### config.mk
export PLATFORM = sky130hd
export DESIGN_NAME = pow2_cs_decoder
export DESIGN_NICKNAME = d
export VERILOG_FILES = /design/src/rtl/pow2_csd_pkg.sv /design/src/rtl/csd_regs.sv /design/src/rtl/csd_window.sv /design/src/rtl/csd_space.sv /design/src/rtl/pow2_cs_decoder.sv
export SDC_FILE = /design/constraint.sdc
export NUM_CORES = 1
export LEC_CHECK = 0
export BUFFER_PORTS_ARGS = -buffer_cell sky130_fd_sc_hd__clkbuf_2
export CORE_MARGIN = 2
export CORE_UTILIZATION = 43
export DETAILED_ROUTE_END_ITERATION = 10
export PLACE_DENSITY = 0.71
export SETUP_SLACK_MARGIN = 0.02
export SYNTH_ARGS = -nofsm -noshare
export SYNTH_HDL_FRONTEND = slang
export SYNTH_HIERARCHICAL = 1
export SYNTH_SLANG_ARGS = --single-unit
### constraint.sdc
create_clock -name clk -period 2.4 [get_ports clk]
set_input_delay 0 -clock clk [delete_from_list [all_inputs] [get_ports clk]]
set_output_delay 0 -clock clk [all_outputs]
set_load 0.03 [all_outputs]
### src/rtl/pow2_csd_pkg.sv
package pow2_csd_pkg;

   // Implementation choice for the lowest-set-bit search that sizes a window.
   typedef enum logic [0:0] {
      MASK_ARITH = 1'b0,  // isolate the lowest set bit with a two's complement trick
      MASK_SCAN  = 1'b1   // explicit bit-by-bit priority scan
   } mask_style_e;

   // Held state of one decoded bus cycle.
   typedef struct packed {
      logic active;
      logic hit;
   } held_flag_t;

endpackage

### src/rtl/csd_regs.sv
module csd_regs #(
   parameter int AW     = 28,
   parameter int DW     = 32,
   parameter int NUM_CS = 4,
   localparam int NREG  = NUM_CS + 2,
   localparam int IW    = $clog2(NREG)
) (
   input  logic                         clk,
   input  logic                         rst_n,
   input  logic                         wr_en,
   input  logic [IW-1:0]                wr_idx,
   input  logic [DW-1:0]                wr_data,
   input  logic [IW-1:0]                rd_idx,
   output logic [DW-1:0]                rd_data,
   output logic [NUM_CS-1:0][AW-1:0]    cs_cfg,
   output logic [AW-1:0]                spc_range,
   output logic [AW-1:0]                spc_remap
);

   logic [NREG-1:0][AW-1:0] store;

   // One register per word; each decodes its own index.
   for (genvar r = 0; r < NREG; r++) begin : g_word
      always_ff @(posedge clk or negedge rst_n) begin
         if (!rst_n) begin
            store[r] <= '0;
         end else if (wr_en && (wr_idx == IW'(r))) begin
            store[r] <= wr_data[AW-1:0];
         end
      end
   end

   for (genvar c = 0; c < NUM_CS; c++) begin : g_cs_out
      assign cs_cfg[c] = store[c];
   end

   assign spc_range = store[NUM_CS];
   assign spc_remap = store[NUM_CS+1];

   // Readback: unused upper data bits are zero, unmapped indices read zero.
   always_comb begin
      rd_data = '0;
      for (int r = 0; r < NREG; r++) begin
         if (rd_idx == IW'(r)) begin
            rd_data[AW-1:0] = store[r];
         end
      end
   end

endmodule

### src/rtl/csd_window.sv
module csd_window
   import pow2_csd_pkg::*;
#(
   parameter int          AW    = 28,
   parameter mask_style_e STYLE = MASK_ARITH
) (
   input  logic [AW-1:0] cfg,
   input  logic [AW-1:0] addr,
   output logic          hit
);

   logic [AW-1:0] body;
   logic [AW-1:0] cmp_mask;
   logic          sized;

   // Enable bit is removed before looking for the size marker.
   assign body = {cfg[AW-1:1], 1'b0};

   if (STYLE == MASK_ARITH) begin : g_arith
      logic [AW-1:0] lowest;
      assign lowest   = body & (~body + AW'(1));
      assign cmp_mask = ~(lowest | (lowest - AW'(1)));
      assign sized    = |body;
   end else begin : g_scan
      always_comb begin
         cmp_mask = '0;
         sized    = 1'b0;
         // Walk downward so the last bit seen is the lowest set one.
         for (int b = AW - 1; b >= 1; b--) begin
            if (cfg[b]) begin
               cmp_mask = {AW{1'b1}} << (b + 1);
               sized    = 1'b1;
            end
         end
      end
   end

   assign hit = cfg[0] & sized & ((addr & cmp_mask) == (cfg & cmp_mask));

endmodule

### src/rtl/csd_space.sv
module csd_space #(
   parameter int AW = 28
) (
   input  logic [AW-1:0] range_word,
   input  logic [AW-1:0] remap_word,
   input  logic [AW-1:0] addr,
   output logic          hit
);

   // The range word is the negated size, so it is already the high-bits mask.
   assign hit = ((addr ^ remap_word) & range_word) == '0;

endmodule

### src/rtl/pow2_cs_decoder.sv
module pow2_cs_decoder
   import pow2_csd_pkg::*;
#(
   parameter int          AW     = 28,
   parameter int          DW     = 32,
   parameter int          NUM_CS = 4,
   parameter mask_style_e STYLE  = MASK_ARITH,
   localparam int         NREG   = NUM_CS + 2,
   localparam int         IW     = $clog2(NREG)
) (
   input  logic              clk,
   input  logic              rst_n,
   input  logic              reg_wr,
   input  logic [IW-1:0]     reg_wr_idx,
   input  logic [DW-1:0]     reg_wr_data,
   input  logic [IW-1:0]     reg_rd_idx,
   output logic [DW-1:0]     reg_rd_data,
   input  logic              addr_strobe,
   input  logic [AW-1:0]     local_addr,
   input  logic              cycle_end,
   output logic [NUM_CS-1:0] cs_n,
   output logic              space_hit
);

   // Elaboration-time parameter checks.
   if (AW < 2) begin : g_bad_aw
      $error("pow2_cs_decoder: AW must be at least 2");
   end
   if (DW < AW) begin : g_bad_dw
      $error("pow2_cs_decoder: DW must not be narrower than AW");
   end
   if (NUM_CS < 1) begin : g_bad_n
      $error("pow2_cs_decoder: NUM_CS must be at least 1");
   end

   logic [NUM_CS-1:0][AW-1:0] cs_cfg;
   logic [AW-1:0]             spc_range;
   logic [AW-1:0]             spc_remap;
   logic [NUM_CS-1:0]         cs_match;
   logic                      spc_match;
   held_flag_t [NUM_CS-1:0]   cs_held;
   held_flag_t                spc_held;

   csd_regs #(
      .AW     (AW),
      .DW     (DW),
      .NUM_CS (NUM_CS)
   ) u_regs (
      .clk       (clk),
      .rst_n     (rst_n),
      .wr_en     (reg_wr),
      .wr_idx    (reg_wr_idx),
      .wr_data   (reg_wr_data),
      .rd_idx    (reg_rd_idx),
      .rd_data   (reg_rd_data),
      .cs_cfg    (cs_cfg),
      .spc_range (spc_range),
      .spc_remap (spc_remap)
   );

   for (genvar c = 0; c < NUM_CS; c++) begin : g_win
      csd_window #(
         .AW    (AW),
         .STYLE (STYLE)
      ) u_win (
         .cfg  (cs_cfg[c]),
         .addr (local_addr),
         .hit  (cs_match[c])
      );

      // Decode captured at the strobe, held until cycle end.
      always_ff @(posedge clk or negedge rst_n) begin
         if (!rst_n) begin
            cs_held[c] <= '0;
         end else if (addr_strobe) begin
            cs_held[c].active <= 1'b1;
            cs_held[c].hit    <= cs_match[c];
         end else if (cycle_end) begin
            cs_held[c] <= '0;
         end
      end

      assign cs_n[c] = ~(cs_held[c].active & cs_held[c].hit);
   end

   csd_space #(
      .AW (AW)
   ) u_space (
      .range_word (spc_range),
      .remap_word (spc_remap),
      .addr       (local_addr),
      .hit        (spc_match)
   );

   always_ff @(posedge clk or negedge rst_n) begin
      if (!rst_n) begin
         spc_held <= '0;
      end else if (addr_strobe) begin
         spc_held.active <= 1'b1;
         spc_held.hit    <= spc_match;
      end else if (cycle_end) begin
         spc_held <= '0;
      end
   end

   assign space_hit = spc_held.active & spc_held.hit;

endmodule

==> impl_metrics.tcl, run 1 <==
set metrics [dict create \
    rsz0062_at_grt "yes" \
    die-area_mm2 0.02673 \
    max_freq_ghz 0.3769 \
    critPathMostFrequentCell "nand2_1" \
    synth_area_mm2 0.01094 \
    final_common_cell "mux2_2" \
    max_stage_delay_ns 0.50 \
    dieWidth_um 163.5 \
    seqPwrFrac_pct 36.8 \
    multi_input_area_mm2 0.006354 \
    switching_share_pct 35.85 \
    grt-ovfl-total 0 \
    grt_util_all_layers_pct 29.95 \
    end_kind "flip-flop" \
    synth.ff_latch_count 174 \
    dieHeight_um 163.5 \
    internal_power_mw 7.344 \
    core_mm2 0.02511 \
    num_rows 58 \
    cts_root_buffer "clkbuf_16" \
    async_flop_share_pct 100.0 \
    finalHoldViolCount 0 \
    drt_iter0_drc 1094 \
    ys.flop_type "dfrtp_1" \
    path_cells "nor4_4, nand2_1, or4_1, a32oi_1, nand4_1, or4_4, a211oi_4, nand2_1, o21ai_1" \
    clk_pin_slew_ns 0.06 \
    reg2reg_from "u_regs/cs_cfg[87]" \
    grt_pass1_wl_mm 60.05 \
    detail-route-antenna-nets 0 \
    fin_worst_skew_ns 0.007300 \
    port_buffers 99 \
    hpwl_mm 28.49 \
    timing.hold.ws_ns 0.1054 \
    detailedRoute.firstPassIterationCount 6 \
    worst-endpoint-required_ns 2.77 \
    ys_seq_area_share_pct 39.81 \
    min_period_ns 2.653 \
    violations "setup timing" \
    post-route-util_pct 55.16 \
    synth-edff-count 0 \
    power_switching_mw 4.105 \
    finalSetupViolations 4 \
    crit_fanout 2 \
    worst_ep_arrival_time_ns 3.02 \
    status "complete, but fails checks" \
    start_util_pct 43.56 \
    ys_warn_count 6 \
    vias_per_cell 6.222 \
    cts_buffers 17 \
    worstSetupPathType "flip-flop to flip-flop" \
    finalMaxSlewViolations 0 \
    antenna_found_initial 1 \
    p_comb_share_pct 36.7 \
    ir_worst_vdd_mv 0.4116 \
    crit_start "u_regs/cs_cfg[87]" \
    worst-slew-pin-transition_ns 0.6300 \
    maxSlewHeadroom_pct 58.00 \
    wl_per_cell_um 24.55 \
    post-route-period-util_pct 110.6 \
    ff_latch_area_mm2 0.004354 \
    clk_path_buf_depth 2 \
    final_cell_mix "mux2_2, dfrtp_1, buf_4" \
    synthCells 1018 \
    min_path_type "input pin to asynchronous set/reset pin" \
    cap_violations 0 \
    cts_tree "built" \
    p_clk_share_pct 26.5 \
    clock_latency_ns 0.43 \
    final_nets 1340 \
    setup.worst_path.start_class "flip-flop" \
    htree_levels 4 \
    fill_cells 2230 \
    place_congestion 0.9741 \
    power_density_mw_per_mm2 826.7 \
    syn_avg_cell_area_um2 10.74 \
    yosysUniqueCellTypes 55 \
    grt_pass1_vias 9877 \
    area_growth_pct 26.63 \
    grt_max_degree 67 \
    num_io_pins 108 \
    num_vias 10040 \
    leakagePower_nw 5.725 \
    drive_gt1_share_pct 41.11 \
    clock-sinks 174 \
    totalWireLength_mm 39.59 \
    setup_slack_ns -0.2533 \
    slowest_stage "or4_1" \
    drc 0 \
]
## synth_stat cells (5+ instances only)
library cell	n	area, um^2
a21oi_1	16	80.08
a221oi_1	28	245.2
a22oi_1	14	105.1
buf_2	16	80.08
buf_4	10	75.07
buf_6	8	90.09
clkbuf_1	17	63.81
dfrtp_1	174	4354
inv_1	18	67.56
mux2_2	195	2196
nand2_1	42	157.7
nand2b_1	5	31.28
nand4_1	11	68.82
nand4b_1	6	52.55
nor2_1	45	168.9
nor2b_1	12	75.07
nor3_1	40	200.2
nor4_1	8	50.05
nor4_2	5	62.56
o2111ai_1	8	70.07
o21ai_0	76	380.4
o21ai_1	8	40.04
o22a_1	8	70.07
o22ai_1	28	175.2
o32ai_1	28	245.2
or4_4	8	90.09
xnor2_1	24	210.2
xor2_1	84	735.7
## worst max-delay path: cells and delay by family (launching register included)
kind               cells  cell delay (ns)
DFF                    1             0.41
AOI/OAI and AO/OA      3             0.43
and+or+nand+nor        6             1.76
## registers in the layout, summed over array words and instances, names as in the netlist
register	cells
cs_held	5
spc_held	1
u_regs/spc_remap	28
u_regs/cs_cfg	112
u_regs/spc_range	28
## final timing paths
check / slack [ns] / cells past startpoint / to
setup reg to reg: -0.25 / 9 / cs_held[6]
setup / recovery: -0.25 / 9 / cs_held[6]
max in group asynchronous: 1.50 / 3 / u_regs/spc_range[6]
hold reg to reg: 0.50 / 1 / spc_held[0]
hold / removal: 0.11 / 2 / u_regs/spc_remap[24]
min in group clk: 0.17 / 6 / cs_held[2]
## kinds of logic (layout without fill, tap and decap cells)
logic type	count (synthesis)	after routing	share of synthesized area, %
buffers and inverters	71	332	3.512
and+or+nand+nor	212	212	11.59
xor gates and xnor gates	108	108	8.649
muxes	200	200	20.55
DFF	174	174	39.81
other	1	5	0.03429
AOI/OAI and AO/OA	252	252	15.86
## through the flow
stage | cells | instance area [um^2] | power (mW) | setup slack (ns) | TNS, ns
after floorplan | 1021 | 10950 | 6.319 | 0.01940 | 0
after global placement | 1545 | 12750 | 8.125 | -0.2554 | -0.6210
after detailed placement | 1545 | 12750 | 8.204 | -0.2925 | -0.8220
after CTS | 1610 | 13780 | 11.33 | -0.2098 | -0.6540
after global routing | 1612 | 13850 | 11.92 | -0.3612 | -1.081
final | 1613 | 13850 | 11.45 | -0.2533 | -0.7302
## layer usage
layer  vias to the layer above  part of all wire [%]  track usage (%)
li1                       4373                     -                -
met1                      5001                    42            41.51
met2                       569                    47            47.89
met3                        93                   8.3            4.647
met4                         0                   3.2            10.13
met5                         -                     0                0
## final cells by class
class	instances	share of cell area (%)
Multi-Input combinational cell	776	45.88
Sequential cell	174	31.44
Timing Repair Buffer	280	14.55
Clock buffer	24	3.478
Tap cell	330	2.981
Clock inverter	8	1.111
Inverter	20	0.5421
Antenna cell	1	0.01807
## what timing repair did
| item | in CTS | in global routing |
|---|---|---|
| endpoints found under the setup margin | 4 | 4 |
| buffers inserted | 1 | 2 |
| pin swaps | 5 | 6 |
| hold buffers | 32 | 0 |
| endpoints found under the hold margin | 226 | 0 |
| resized for setup | 14 | 10 |
| cloned | 0 | 0 |
## power groups by stage
stage	registers [mW]	clock network [mW]	logic (mW)
CTS	4.18	3.06	4.09
global route	4.28	3.19	4.45
floorplan	4.23	0	2.09
global placement	4.18	0	3.94
finish	4.22	3.03	4.20
detailed placement	4.21	0	3.99
Power figures use the tool's default switching activity.
==> inputs of run 2 (changes only) <==
Settings changed: ABC_CLOCK_PERIOD_IN_PS set to 2400, CTS_BUF_LIST set to sky130_fd_sc_hd__clkbuf_4 sky130_fd_sc_hd__clkbuf_8.
==> impl_metrics.tcl, run 2 (synthesis results as in run 1) <==
set metrics [dict create \
    worst_ep_arrival_time_ns 3.11 \
    num_rows 58 \
    max_freq_ghz 0.3692 \
    wl_per_cell_um 24.37 \
    start_util_pct 43.56 \
    grt-ovfl-total 0 \
    power_switching_mw 4.012 \
    clock-sinks 174 \
    p_comb_share_pct 38.9 \
    critPathMostFrequentCell "nand2_1" \
    worst-slew-pin-transition_ns 0.6524 \
    timing.hold.ws_ns 0.05769 \
    port_buffers 99 \
    dr_wl_met2_mm 18.07 \
    rr_worst_depth 9 \
    fin_worst_skew_ns 0.01120 \
    switching_share_pct 37.18 \
    fill_cells 2245 \
    area_growth_pct 25.00 \
    post-route-util_pct 54.44 \
    vias_per_cell 6.151 \
    diodes 0 \
    finalMaxSlewViolations 0 \
    worst-endpoint-required_ns 2.81 \
    num_io_pins 108 \
    num_vias 9915 \
    rr_endpoint "cs_held[6]" \
    reg2reg_slack_ns -0.31 \
    ff_latch_area_mm2 0.004354 \
    finalHoldViolCount 0 \
    violations "setup timing" \
    maxSlewHeadroom_pct 56.51 \
    drt_iter0_drc 1129 \
    cts_tree "built" \
    path_cells "nor4_4, nand2_1, or4_1, a32oi_1, nand4_1, or4_4, a211oi_4, nand2_1, o21ai_1" \
    final_nets 1340 \
    core_mm2 0.02511 \
    end_kind "flip-flop" \
    antenna_found_initial 0 \
    rsz0062_at_grt "yes" \
    finalPower_mw 10.79 \
    hpwl_mm 28.49 \
    place_congestion 0.9741 \
    multi_input_area_mm2 0.006354 \
    max_stage_delay_ns 0.50 \
    highest_layer "met4" \
    htree_levels 4 \
    grt_util_all_layers_pct 29.76 \
    slowest_stage "or4_1" \
    cts_root_buffer "clkbuf_8" \
    totalWireLength_mm 39.28 \
    final_common_cell "mux2_2" \
    cap_violations 0 \
    drive_gt1_share_pct 41.42 \
    met3WireLength_mm 3.137 \
    crit_fanout 2 \
    setup_slack_ns -0.3089 \
    ir_worst_vdd_mv 0.3149 \
    finalSetupViolations 4 \
    detailedRoute.firstPassIterationCount 5 \
    dieHeight_um 163.5 \
    final_cell_mix "mux2_2, dfrtp_1, buf_4" \
    grt_max_degree 67 \
    post-place-ws_ns -0.2925 \
    p_clk_share_pct 22.1 \
    die-area_mm2 0.02673 \
    finalNonFillerCells 1612 \
    critPathBufInv 0 \
    post-route-period-util_pct 112.9 \
    setup.worst_path.start_class "flip-flop" \
    leakagePower_nw 5.652 \
    min_period_ns 2.709 \
    reg2reg_from "u_regs/cs_cfg[87]" \
    worstSetupPathType "flip-flop to flip-flop" \
    min_path_type "input pin to asynchronous set/reset pin" \
    dieWidth_um 163.5 \
    clk_path_buf_depth 2 \
    clk_pin_slew_ns 0.09 \
    internal_power_mw 6.778 \
    drc 0 \
    grt_pass1_vias 9839 \
    dpl-instance-area_mm2 0.01275 \
    stdcell_area_mm2 0.01367 \
    crit_family "simple AND/OR/NAND/NOR gates" \
    detail-route-antenna-nets 0 \
    tns_ns -0.7787 \
    grt_pass1_wl_mm 59.41 \
    dp.cells 1545 \
    status "complete, but fails checks" \
    cts_buffers 17 \
    seqPwrFrac_pct 39.0 \
    power_density_mw_per_mm2 789.3 \
    clock_latency_ns 0.48 \
    largest_register_ffs 112 \
    wl_met1_mm 16.64 \
]
-- run 2: cell types whose count changed in the layout (fill, tap and decap cells not counted), sizes merged --
cell   change
diode      -1
-- run 2: worst reg2reg max path, cell delays in order, from the launching register on --
cell,delay (ns)
dfrtp_1,0.42
nor4_4,0.35
nand2_1,0.15
or4_1,0.50
a32oi_1,0.17
nand4_1,0.19
or4_4,0.50
a211oi_4,0.19
nand2_1,0.09
o21ai_1,0.08
-- run 2: layout make-up --
cell class / count / share of cell area [%]
clock buffer: 24 / 2.233
clock inverter: 8 / 1.126
inverter: 20 / 0.5491
multi-input combinational: 776 / 46.48
sequential: 174 / 31.85
tap: 330 / 3.020
timing repair buffer: 280 / 14.74
-- run 2: metal layers --
| metal | global-route usage (%) | vias to the layer above |
|---|---|---|
| li1 | - | 4361 |
| met1 | 40.57 | 4944 |
| met2 | 46.87 | 513 |
| met3 | 5.282 | 97 |
| met4 | 12.16 | 0 |
| met5 | 0 | - |
-- run 2: power groups by stage --
stage	Clock [mW]	Sequential (mW)	Combinational, mW
CTS	2.41	4.18	4.08
detailed placement	0	4.21	3.99
floorplan	0	4.23	2.09
global placement	0	4.18	3.94
finish	2.39	4.21	4.19
global route	2.53	4.28	4.45
-- run 2: how the worst max path moves through the flow --
stage                       to              start  depth (start not counted)
finish              cs_held[6]  u_regs/cs_cfg[87]                          9
global placement    cs_held[6]  u_regs/cs_cfg[87]                         10
detailed placement  cs_held[6]  u_regs/cs_cfg[86]                         10
global route        cs_held[6]  u_regs/cs_cfg[87]                          9
CTS                 cs_held[6]  u_regs/cs_cfg[87]                          9
floorplan           cs_held[0]  u_regs/cs_cfg[11]                          9
-- run 2: what timing repair did --
action	4_1_cts	5_1_grt
setup endpoints to repair	4	4
hold endpoints to repair	256	0
hold buffers	32	0
buffers inserted	2	1
cloned	0	0
gates resized for setup	14	10
pin swaps	5	5
